## config.mk

```make
export PLATFORM = sky130hd
export DESIGN_NAME = dbuf_addr_seq
export DESIGN_NICKNAME = d
export VERILOG_FILES = /design/src/rtl/dbuf_pkg.sv /design/src/rtl/dbuf_cfg_regs.sv /design/src/rtl/dbuf_addr_gen.sv /design/src/rtl/dbuf_addr_seq.sv
export SDC_FILE = /design/constraint.sdc
export NUM_CORES = 1
export LEC_CHECK = 0
export CAP_MARGIN = 20
export CELL_PAD_IN_SITES_DETAIL_PLACEMENT = 1
export CELL_PAD_IN_SITES_GLOBAL_PLACEMENT = 1
export CORE_UTILIZATION = 45
export DETAILED_ROUTE_END_ITERATION = 6
export HOLD_SLACK_MARGIN = 0.02
export PLACE_DENSITY_LB_ADDON = 0.1
export SETUP_SLACK_MARGIN = 0.2
export SYNTH_ARGS = -nofsm -noshare
export SYNTH_HDL_FRONTEND = slang
export SYNTH_SLANG_ARGS = --single-unit
```

## constraint.sdc

```tcl
create_clock -name clk -period 3.3 [get_ports clk]
set_input_delay 0.495 -clock clk [delete_from_list [all_inputs] [get_ports clk]]
set_output_delay 0.495 -clock clk [all_outputs]
set_load 0.03 [all_outputs]
```

## src/rtl/dbuf_pkg.sv

```systemverilog
package dbuf_pkg;
  typedef enum logic [1:0] {
    DIR_P2M = 2'd0,
    DIR_M2P = 2'd1,
    DIR_M2M = 2'd2,
    DIR_RSV = 2'd3
  } dir_e;

  typedef struct packed {
    logic       minc;
    logic [1:0] size;
    logic       first;
    dir_e       dir;
    logic       pp;
    logic       circ;
    logic       en;
  } mode_t;

  localparam int MODE_W = $bits(mode_t);

  localparam logic [1:0] SEL_BASE0 = 2'd0;
  localparam logic [1:0] SEL_BASE1 = 2'd1;
  localparam logic [1:0] SEL_COUNT = 2'd2;
  localparam logic [1:0] SEL_MODE  = 2'd3;

  function automatic logic pingpong_ok(mode_t m);
    return m.pp && m.circ && (m.dir != DIR_M2M);
  endfunction

  function automatic logic [2:0] step_bytes(mode_t m);
    if (!m.minc) return 3'd0;
    case (m.size)
      2'd0:    return 3'd1;
      2'd1:    return 3'd2;
      default: return 3'd4;
    endcase
  endfunction
endpackage

```

## src/rtl/dbuf_cfg_regs.sv

```systemverilog
module dbuf_cfg_regs
  import dbuf_pkg::*;
#(
  parameter int AW = 32,
  parameter int CW = 16,
  localparam int NBUF = 2
) (
  input  logic              clk,
  input  logic              rst_n,
  input  logic              cfg_wr,
  input  logic [1:0]        cfg_sel,
  input  logic [AW-1:0]     cfg_wdata,
  input  logic              err_clr,
  input  logic              running,
  input  logic              cur_tgt,
  output logic [NBUF*AW-1:0] bases,
  output logic [CW-1:0]     count_q,
  output mode_t             mode_q,
  output logic              pp_live,
  output logic              start,
  output logic              start_tgt,
  output logic              stop,
  output logic              cfg_err
);
  mode_t wmode;
  logic  wr_mode;

  assign wmode   = mode_t'(cfg_wdata[MODE_W-1:0]);
  assign wr_mode = cfg_wr && (cfg_sel == SEL_MODE);
  assign pp_live = pingpong_ok(mode_q);

  assign start     = wr_mode && !running && wmode.en && (count_q != '0);
  assign start_tgt = pingpong_ok(wmode) ? wmode.first : 1'b0;
  assign stop      = wr_mode && running && !wmode.en;

  for (genvar g = 0; g < NBUF; g++) begin : g_base
    logic [AW-1:0] q;
    logic          hit;
    assign hit = cfg_wr && (cfg_sel == g[1:0]);
    always_ff @(posedge clk or negedge rst_n) begin
      if (!rst_n)
        q <= '0;
      else if (hit && (!running || (pp_live && (cur_tgt != g[0]))))
        q <= cfg_wdata;
    end
    assign bases[g*AW +: AW] = q;
  end

  logic blocked;
  assign blocked = cfg_wr && running && (cfg_sel[1] == 1'b0) && (cfg_sel[0] == cur_tgt);

  always_ff @(posedge clk or negedge rst_n) begin
    if (!rst_n) begin
      count_q <= '0;
      mode_q  <= '0;
      cfg_err <= 1'b0;
    end else begin
      if (cfg_wr && !running && (cfg_sel == SEL_COUNT))
        count_q <= cfg_wdata[CW-1:0];
      if (wr_mode && !running)
        mode_q <= wmode;
      if (blocked)
        cfg_err <= 1'b1;
      else if (err_clr)
        cfg_err <= 1'b0;
    end
  end
endmodule

```

## src/rtl/dbuf_addr_gen.sv

```systemverilog
module dbuf_addr_gen #(
  parameter int AW = 32,
  parameter int CW = 16,
  localparam int NBUF = 2
) (
  input  logic               clk,
  input  logic               rst_n,
  input  logic               start,
  input  logic               start_tgt,
  input  logic               stop,
  input  logic [NBUF*AW-1:0] bases,
  input  logic [CW-1:0]      count_q,
  input  logic [2:0]         step,
  input  logic               pp_live,
  input  logic               circ,
  input  logic               beat_rdy,
  output logic               running,
  output logic               cur_tgt,
  output logic [AW-1:0]      mem_addr,
  output logic               done,
  output logic               done_idx
);
  logic [CW-1:0] remain;
  logic          last;
  logic          other;

  assign last  = (remain == CW'(1));
  assign other = ~cur_tgt;

  always_ff @(posedge clk or negedge rst_n) begin
    if (!rst_n) begin
      running  <= 1'b0;
      cur_tgt  <= 1'b0;
      mem_addr <= '0;
      remain   <= '0;
      done     <= 1'b0;
      done_idx <= 1'b0;
    end else begin
      done <= 1'b0;
      if (start) begin
        running  <= 1'b1;
        cur_tgt  <= start_tgt;
        mem_addr <= bases[start_tgt*AW +: AW];
        remain   <= count_q;
      end else if (stop) begin
        running <= 1'b0;
      end else if (running && beat_rdy) begin
        if (last) begin
          done     <= 1'b1;
          done_idx <= cur_tgt;
          remain   <= count_q;
          if (pp_live) begin
            cur_tgt  <= other;
            mem_addr <= bases[other*AW +: AW];
          end else if (circ) begin
            mem_addr <= bases[cur_tgt*AW +: AW];
          end else begin
            running <= 1'b0;
          end
        end else begin
          mem_addr <= mem_addr + AW'(step);
          remain   <= remain - CW'(1);
        end
      end
    end
  end
endmodule

```

## src/rtl/dbuf_addr_seq.sv

```systemverilog
module dbuf_addr_seq
  import dbuf_pkg::*;
#(
  parameter int AW = 32,
  parameter int CW = 16
) (
  input  logic          clk,
  input  logic          rst_n,
  input  logic          cfg_wr,
  input  logic [1:0]    cfg_sel,
  input  logic [AW-1:0] cfg_wdata,
  input  logic          err_clr,
  input  logic          addr_ready,
  output logic          addr_valid,
  output logic [AW-1:0] mem_addr,
  output logic          cur_tgt,
  output logic          buf_done,
  output logic          buf_done_idx,
  output logic          cfg_err
);
  localparam int NBUF = 2;

  logic [NBUF*AW-1:0] bases;
  logic [CW-1:0]      count_q;
  mode_t              mode_q;
  logic [MODE_W-1:0]  mode_bits;
  logic               pp_live, start, start_tgt, stop, running;

  assign mode_bits  = mode_q;
  assign addr_valid = running;

  dbuf_cfg_regs #(.AW(AW), .CW(CW)) regs_i (
    .clk(clk), .rst_n(rst_n), .cfg_wr(cfg_wr), .cfg_sel(cfg_sel),
    .cfg_wdata(cfg_wdata), .err_clr(err_clr), .running(running),
    .cur_tgt(cur_tgt), .bases(bases), .count_q(count_q), .mode_q(mode_q),
    .pp_live(pp_live), .start(start), .start_tgt(start_tgt), .stop(stop),
    .cfg_err(cfg_err)
  );

  dbuf_addr_gen #(.AW(AW), .CW(CW)) gen_i (
    .clk(clk), .rst_n(rst_n), .start(start), .start_tgt(start_tgt),
    .stop(stop), .bases(bases), .count_q(count_q),
    .step(step_bytes(mode_q)), .pp_live(pp_live), .circ(mode_q.circ),
    .beat_rdy(addr_ready), .running(running), .cur_tgt(cur_tgt),
    .mem_addr(mem_addr), .done(buf_done), .done_idx(buf_done_idx)
  );
endmodule

```

==> results.sh, run 1 <==
export IMPL_number_of_antenna_violations_at_the_first_check_in_global_routing=0
export IMPL_power_share_combinational_pct=31.7
export IMPL_cp_common_cell="a211oi_1"
export IMPL_route_detailed_wl_per_inst_um=23.6
export IMPL_cts_inserted_buffers=17
export IMPL_bufs_and_invs_on_worst_path=1
export IMPL_cp_cell_sequence="nor3b_1, ha_1, fa_1, a21oi_1, buf_4, nor4_1, nand2b_1, o31ai_1, a211oi_1, a211oi_1"
export IMPL_postSynthAreaPerCell_um2=10.2
export IMPL_boundaryPins=76
export IMPL_cp_start_kind="flop"
export IMPL_antenna_left=0
export IMPL_worstHoldEndpoint="regs_i.mode_q[2]$_DFFE_PN0N_"
export IMPL_syn_cell_area_mm2=0.00738
export IMPL_worst_hold_path_num_cells=2
export IMPL_power_frac_clock_pct=27.5
export IMPL_synth_top_area_share_pct=47.5
export IMPL_via_count=6497
export IMPL_syn_instance_count=726
export IMPL_layout_drive_gt1_share_pct=20.6
export IMPL_number_of_global_route_vias_before_repair=7037
export IMPL_final_common_cell="dfrtp_1"
export IMPL_cts_resized=0
export IMPL_fmaxAchievable_ghz=0.331
export IMPL_regToRegSetupSlack_ns=0.28
export IMPL_total_leakage_power_nw=3.74
export IMPL_slew_headroom_pct=53.3
export IMPL_ctsLongestPathBuffers=2
export IMPL_synth_async_sr_flop_share_pct=100
export IMPL_gpl_final_weighted_congestion=0.920
export IMPL_clk_pin_slew_worst_paths_ns=0.06
export IMPL_totalWireLength_um=24800
export IMPL_timing_setup_tns_ns=0
export IMPL_yosysSeqAreaShare_pct=47.5
export IMPL_switching_share_pct=36.3
export IMPL_crit_path_top_delay_cell="nor4_1"
export IMPL_slew_viol_final=0
export IMPL_grt_max_degree=110
export IMPL_yosys_top_cells_area="dfrtp_1 (47%), mux2_2 (12%), nand2_1 (3.2%)"
export IMPL_grt_use_total_pct=31.2
export IMPL_drv_cap=0
export IMPL_vdd_ir_drop_worst_mv=0.407
export IMPL_first_pass_iters=5
export IMPL_switchingPower_mw=2.63
export IMPL_area_growth_syn_to_layout_pct=25.0
export IMPL_io_port_bufs=75
export IMPL_sequentialPowerShare_pct=40.8
export IMPL_setup_viol=0
export IMPL_final_min_clock_period_ns=3.02
export IMPL_synth_ff_type="dfrtp_1"
export IMPL_antennaDiodeCount=0
export IMPL_postSynthNetCount=773
export IMPL_worstPathRequired_ns=3.64
export IMPL_cts_root_buffer_cell="clkbuf_16"
export IMPL_finalHoldViolCount=0
export IMPL_worst_slew_pin_transition_ns=0.695
export IMPL_cts_setup_buffers=0
export IMPL_crit_reg2reg_capture="gen_i.mem_addr[14]$_DFFE_PN0P_"
export IMPL_final_nets=871
export IMPL_tritoncts_clock_tree="yes"
export IMPL_most_common_layout_cells="dfrtp_1 (140), mux2_2 (81), clkdlybuf4s50_1 (74)"
export IMPL_synth_largest_area_cell="dfrtp_1"
export IMPL_ys_ff_latch=140
export IMPL_die_x_um=130
export IMPL_drc_errors=0
export IMPL_critPathMaxFanout=7
export IMPL_hold_start="regs_i.mode_q[2]$_DFFE_PN0N_"
export IMPL_synth_distinct_cells=73
export IMPL_internal_power_mw=4.62
export IMPL_path_class="reg2reg"
export IMPL_cp_top_family="simple AND/OR/NAND/NOR gates"
export IMPL_setup_repair_after_global_routing_missed_its_margin="false"
export IMPL_critical_path_endpoint_type="flop"
export IMPL_finalCritPeriodShare_pct=91.6
export IMPL_cpPeakStageDelay_ns=0.49
export IMPL_die_height_um=130
export IMPL_worstSkewPairLatency_ns=0.43
export IMPL_cp_arrival_ns=3.37
export IMPL_first_iter_violations=369
export IMPL_h_tree_depth=4
export IMPL_grt_remaining_overflow=0
export IMPL_fp_dieArea_mm2=0.0169
export IMPL_powerDensity_mw_per_mm2=785
export IMPL_worstRegToRegCells=10
export IMPL_via_per_inst=6.18
export IMPL_status="finished, final reports clean"
export IMPL_synthesis_yosys_warnings=0
export IMPL_finish_utilization_pct=57.9
export IMPL_worstHoldPathType="reg2reg"
export IMPL_std_cell_rows=46
export IMPL_worst_clock_skew_ns=0.0107
export IMPL_synth_edff_count=0
export IMPL_detailedPlacementHpwl_um=17200
export IMPL_initial_util_pct=46.3
export IMPL_grt_pass1_wl_um=39200
export IMPL_cts_num_sinks=140
export IMPL_r2r_start="regs_i.mode_q[6]$_DFFE_PN0N_"
export IMPL_fp_coreArea_mm2=0.0159
==> power by group through the flow <==
stage	clock, mW	combinational, mW	sequential (mW)
global route	2.08	2.48	3.04
floorplan	0	1.18	3.01
CTS	2.01	2.29	2.95
global placement	0	2.17	2.92
detailed placement	0	2.26	2.96
finish	1.99	2.30	2.96
==> how the worst max path moves through the flow <==
stage | startpoint | to | slack [ns] | cells past startpoint
floorplan | gen_i.mem_addr[8]$_DFFE_PN0P_ | gen_i.mem_addr[22]$_DFFE_PN0P_ | 0.84 | 8
global placement | cfg_wdata[0] | gen_i.mem_addr[26]$_DFFE_PN0P_ | 0.42 | 7
finish | regs_i.mode_q[6]$_DFFE_PN0N_ | gen_i.mem_addr[14]$_DFFE_PN0P_ | 0.28 | 10
CTS | regs_i.mode_q[6]$_DFFE_PN0N_ | gen_i.mem_addr[14]$_DFFE_PN0P_ | 0.34 | 10
global route | regs_i.mode_q[6]$_DFFE_PN0N_ | gen_i.mem_addr[14]$_DFFE_PN0P_ | 0.20 | 10
detailed placement | cfg_wdata[0] | gen_i.mem_addr[26]$_DFFE_PN0P_ | 0.35 | 7
==> what timing repair did <==
action | CTS | global route
endpoints found under the setup margin | 0 | 0
endpoints found under the hold margin | 0 | 31
hold buffers | 0 | 1
==> flip-flops by register name (all words and copies together) (netlist names) <==
| name | flops |
|---|---|
| regs_i.count_q | 16 |
| regs_i.cfg_err | 1 |
| gen_i.cur_tgt | 1 |
| regs_i.mode_q | 7 |
| gen_i.running | 1 |
| gen_i.done | 1 |
| gen_i.mem_addr | 32 |
| regs_i.g_base.q | 64 |
| gen_i.done_idx | 1 |
| gen_i.remain | 16 |
==> area by class of cell <==
class | instances | area (µm²)
Timing Repair Buffer | 118 | 1110
Sequential cell | 140 | 3500
Inverter | 16 | 60.1
Fill cell | 1738 | 6720
Tap cell | 216 | 270
Clock inverter | 11 | 143
Clock buffer | 20 | 467
Multi-Input combinational cell | 531 | 3670
==> Yosys cell counts, types with 3 or more instances <==
| master | instances |
|---|---|
| o21ai_0 | 43 |
| and4_1 | 4 |
| nand3_1 | 24 |
| o211ai_1 | 5 |
| o32ai_1 | 6 |
| a21oi_1 | 42 |
| nor3b_1 | 4 |
| o31a_1 | 4 |
| mux2_2 | 81 |
| nand2b_1 | 3 |
| or3_1 | 6 |
| xnor2_1 | 6 |
| nor2_1 | 53 |
| o221ai_1 | 4 |
| a21o_1 | 3 |
| nor3_1 | 24 |
| a311oi_1 | 4 |
| nor4_1 | 12 |
| buf_2 | 9 |
| nand4_1 | 11 |
| ha_1 | 7 |
| nand2_1 | 63 |
| a31oi_1 | 5 |
| a211oi_1 | 17 |
| and2_1 | 7 |
| clkbuf_1 | 27 |
| mux2i_1 | 14 |
| o2bb2ai_1 | 3 |
| inv_1 | 16 |
| dfrtp_1 | 140 |
| a22oi_1 | 4 |
| o22ai_1 | 9 |
| and3_1 | 11 |
| nor2b_1 | 5 |
==> per-stage QoR <==
step | worst slack (ns) | instances | total power [mW] | cell area, µm² | hold WS [ns]
floorplan | 0.838 | 726 | 4.19 | 7380 | 0.199
global placement | 0.423 | 1019 | 5.09 | 8580 | 0.463
detailed placement | 0.348 | 1019 | 5.22 | 8580 | 0.465
CTS | 0.344 | 1050 | 7.25 | 9190 | 0.270
global route | 0.203 | 1052 | 7.60 | 9230 | 0.518
finish | 0.276 | 1052 | 7.24 | 9230 | 0.486
==> cells by family after synthesis <==
kind of cell	after synthesis	share of synthesized area (%)
buf+inv	55	3.10
mux	95	14.3
compound gates	179	16.3
xor+xnor	7	0.831
fa+ha+maj	8	1.46
simple gates	242	16.6
flops	140	47.5
==> worst register-to-register path: stages (launching register included) <==
cell and delay (ns):
dfrtp_1 0.41, nor3b_1 0.40, ha_1 0.30, fa_1 0.25
a21oi_1 0.09, buf_4 0.17, nor4_1 0.49, nand2b_1 0.26
o31ai_1 0.27, a211oi_1 0.13, a211oi_1 0.16
==> routing by layer <==
layer | wire, µm | track usage [%] | part of all wire (%)
met4 | 645 | 14.1 | 2.6
met2 | 12600 | 53.7 | 51
met3 | 942 | 5.82 | 3.8
met1 | 10600 | 37.9 | 43
met5 | 0 | 0 | 0
(Power assumes the default switching activity.)
==> run 2, diff against run 1 <==
--- a/config.mk
+++ b/config.mk
@@ -11,7 +11,7 @@
 export CORE_UTILIZATION = 45
 export DETAILED_ROUTE_END_ITERATION = 6
 export HOLD_SLACK_MARGIN = 0.02
-export PLACE_DENSITY_LB_ADDON = 0.1
+export PLACE_DENSITY = 0.79
 export SETUP_SLACK_MARGIN = 0.2
 export SYNTH_ARGS = -nofsm -noshare
 export SYNTH_HDL_FRONTEND = slang
==> constraint.sdc (replaced) <==
create_clock -name clk -period 3.3 [get_ports clk]
set_input_delay 0.495 -clock clk [delete_from_list [all_inputs] [get_ports clk]]
set_output_delay 0.495 -clock clk [all_outputs]
set_load 0.1 [all_outputs]
==> run 2 against run 1 <==
- core utilization is 1.1 points lower
- wire length up 1.3%
- fmax grew 3.0%
- register-to-register slack gained 0.09 ns
- total power grew 8.4%
- largest power group unchanged
- highest routed layer unchanged
- first-iteration DRC count is 25% higher
- critical endpoint unchanged
==> results.sh, run 2 (synthesis results as in run 1) <==
export IMPL_via_per_inst=6.26
export IMPL_final_seq_area_mm2=0.00350
export IMPL_fp_coreArea_mm2=0.0159
export IMPL_boundaryPins=76
export IMPL_worstSkewPairLatency_ns=0.44
export IMPL_layout_top_registers="regs_i.g_base.q (64), gen_i.mem_addr (32)"
export IMPL_total_leakage_power_nw=3.72
export IMPL_final_design_area_no_fill_mm2=0.00904
export IMPL_route_detailed_wl_per_inst_um=24.0
export IMPL_first_pass_iters=5
export IMPL_final_common_cell="dfrtp_1"
export IMPL_std_cell_rows=46
export IMPL_cpPeakStageDelay_ns=0.47
export IMPL_die_height_um=130
export IMPL_slew_viol_final=0
export IMPL_cp_cell_sequence="nor3b_1, ha_1, fa_1, a21oi_1, buf_4, nor4_1, nand2b_1, o31ai_1, a211oi_1, a211oi_1"
export IMPL_fmaxAchievable_ghz=0.341
export IMPL_cp_common_cell="a211oi_1"
export IMPL_layout_drive_gt1_share_pct=23.5
export IMPL_regMostFlops="regs_i.g_base.q"
export IMPL_final_nets=865
export IMPL_clk_pin_slew_worst_paths_ns=0.06
export IMPL_grt_pass1_wl_um=39600
export IMPL_largest_register_ff_count=64
export IMPL_setup_viol=0
export IMPL_r2r_start="regs_i.mode_q[6]$_DFFE_PN0N_"
export IMPL_timing_setup_tns_ns=0
export IMPL_cp_top_family="simple AND/OR/NAND/NOR gates"
export IMPL_setup_repair_after_global_routing_missed_its_margin="false"
export IMPL_path_class="reg2reg"
export IMPL_number_of_antenna_violations_at_the_first_check_in_global_routing=0
export IMPL_powerDensity_mw_per_mm2=868
export IMPL_antenna_left=0
export IMPL_antennaDiodeCount=0
export IMPL_critical_path_endpoint_type="flop"
export IMPL_first_iter_violations=460
export IMPL_detailedPlacementHpwl_um=17100
export IMPL_multiInputGateArea_mm2=0.00367
export IMPL_vdd_ir_drop_worst_mv=0.624
export IMPL_crit_path_top_delay_cell="nor4_1"
export IMPL_worst_clock_skew_ns=0.0103
export IMPL_gpl_final_weighted_congestion=0.895
export IMPL_grt_remaining_overflow=0
export IMPL_most_common_layout_cells="dfrtp_1 (140), mux2_2 (81), buf_4 (65)"
export IMPL_finalHoldViolCount=0
export IMPL_slew_headroom_pct=34.3
export IMPL_via_count=6556
export IMPL_worst_slew_pin_transition_ns=0.982
export IMPL_design_power_total_mw=7.85
export IMPL_cts_resized=0
export IMPL_cts_num_sinks=140
export IMPL_totalWireLength_um=25100
export IMPL_drv_cap=0
export IMPL_crit_reg2reg_capture="gen_i.mem_addr[14]$_DFFE_PN0P_"
export IMPL_grt_max_degree=92
export IMPL_status="finished, final reports clean"
export IMPL_worstRegToRegCells=10
export IMPL_cp_start_kind="flop"
export IMPL_critPathMaxFanout=7
export IMPL_final_min_clock_period_ns=2.94
export IMPL_cp_arrival_ns=3.27
export IMPL_h_tree_depth=4
export IMPL_worstPathRequired_ns=3.63
export IMPL_holdBufCountCts=0
export IMPL_finalCritPeriodShare_pct=89.0
export IMPL_io_port_bufs=75
export IMPL_die_x_um=130
export IMPL_placedInstanceArea_mm2=0.00848
export IMPL_n_fill_cell=1756
export IMPL_initial_util_pct=46.3
export IMPL_ctsLongestPathBuffers=2
export IMPL_fp_dieArea_mm2=0.0169
export IMPL_cts_root_buffer_cell="clkbuf_16"
export IMPL_tritoncts_clock_tree="yes"
export IMPL_regToRegSetupSlack_ns=0.36
export IMPL_worstHoldPathType="in2async"
export IMPL_drc_errors=0
export IMPL_cts_setup_buffers=0
export IMPL_area_growth_syn_to_layout_pct=22.6
export IMPL_grt_use_total_pct=31.6
export IMPL_bufs_and_invs_on_worst_path=1
export IMPL_number_of_global_route_vias_before_repair=6967
export IMPL_cts_inserted_buffers=17
## run 2: cell types whose count changed in the layout (fill, tap and decap cells not counted), sizes merged
cell,delta
clkinv,+2
buf,+24
dlygate4sd3,-1
bufinv,-1
clkdlybuf4s50,-29
## run 2: worst register-to-register path: cells and delay by family, from the launching register on
family          cells  cell delay (ns)
compound gates      4             0.78
flops               1             0.39
simple gates        3             0.99
buf+inv             1             0.18
fa+ha+maj           2             0.49
## run 2: worst max path at each step
stage,cells past startpoint,startpoint,end
finish,10,regs_i.mode_q[6]$_DFFE_PN0N_,gen_i.mem_addr[14]$_DFFE_PN0P_
detailed placement,8,cfg_wdata[0],gen_i.mem_addr[12]$_DFFE_PN0P_
global placement,8,cfg_wdata[0],gen_i.mem_addr[8]$_DFFE_PN0P_
global route,10,regs_i.mode_q[7]$_DFFE_PN0N_,gen_i.mem_addr[14]$_DFFE_PN0P_
floorplan,8,gen_i.mem_addr[8]$_DFFE_PN0P_,gen_i.mem_addr[22]$_DFFE_PN0P_
CTS,10,regs_i.mode_q[6]$_DFFE_PN0N_,gen_i.mem_addr[14]$_DFFE_PN0P_
## run 2: layout make-up
class | instances | share of cell area, %
tap | 216 | 2.99
multi-input combinational | 531 | 40.6
timing repair buffer | 112 | 10.7
clock buffer | 20 | 4.94
inverter | 16 | 0.664
clock inverter | 12 | 1.36
sequential | 140 | 38.7
## run 2: through the flow
step	std cells	worst slack, ns	hold WS (ns)	utilization [%]
2_1_floorplan	726	0.320	0.199	-
3_3_place_gp	1015	0.421	0.457	53.2
3_5_place_dp	1015	0.393	0.488	53.2
4_1_cts	1047	0.380	0.182	56.7
5_1_grt	1047	0.207	0.221	56.7
6_report	1047	0.363	0.0710	56.7
## run 2: layer usage
metal | global-route usage, % | routed length (µm) | vias to the layer above | share of wire [%]
li1 | - | - | 2889 | -
met1 | 39.8 | 10500 | 3340 | 42
met2 | 52.0 | 12400 | 263 | 49
met3 | 6.60 | 1440 | 64 | 5.7
met4 | 14.6 | 790 | 0 | 3.1
met5 | 0 | 0 | - | 0
## run 2: power breakdown
part | switching, mW | internal, mW
sequential | 0.662 | 2.32
combinational | 2.01 | 0.969
clock | 0.761 | 1.12
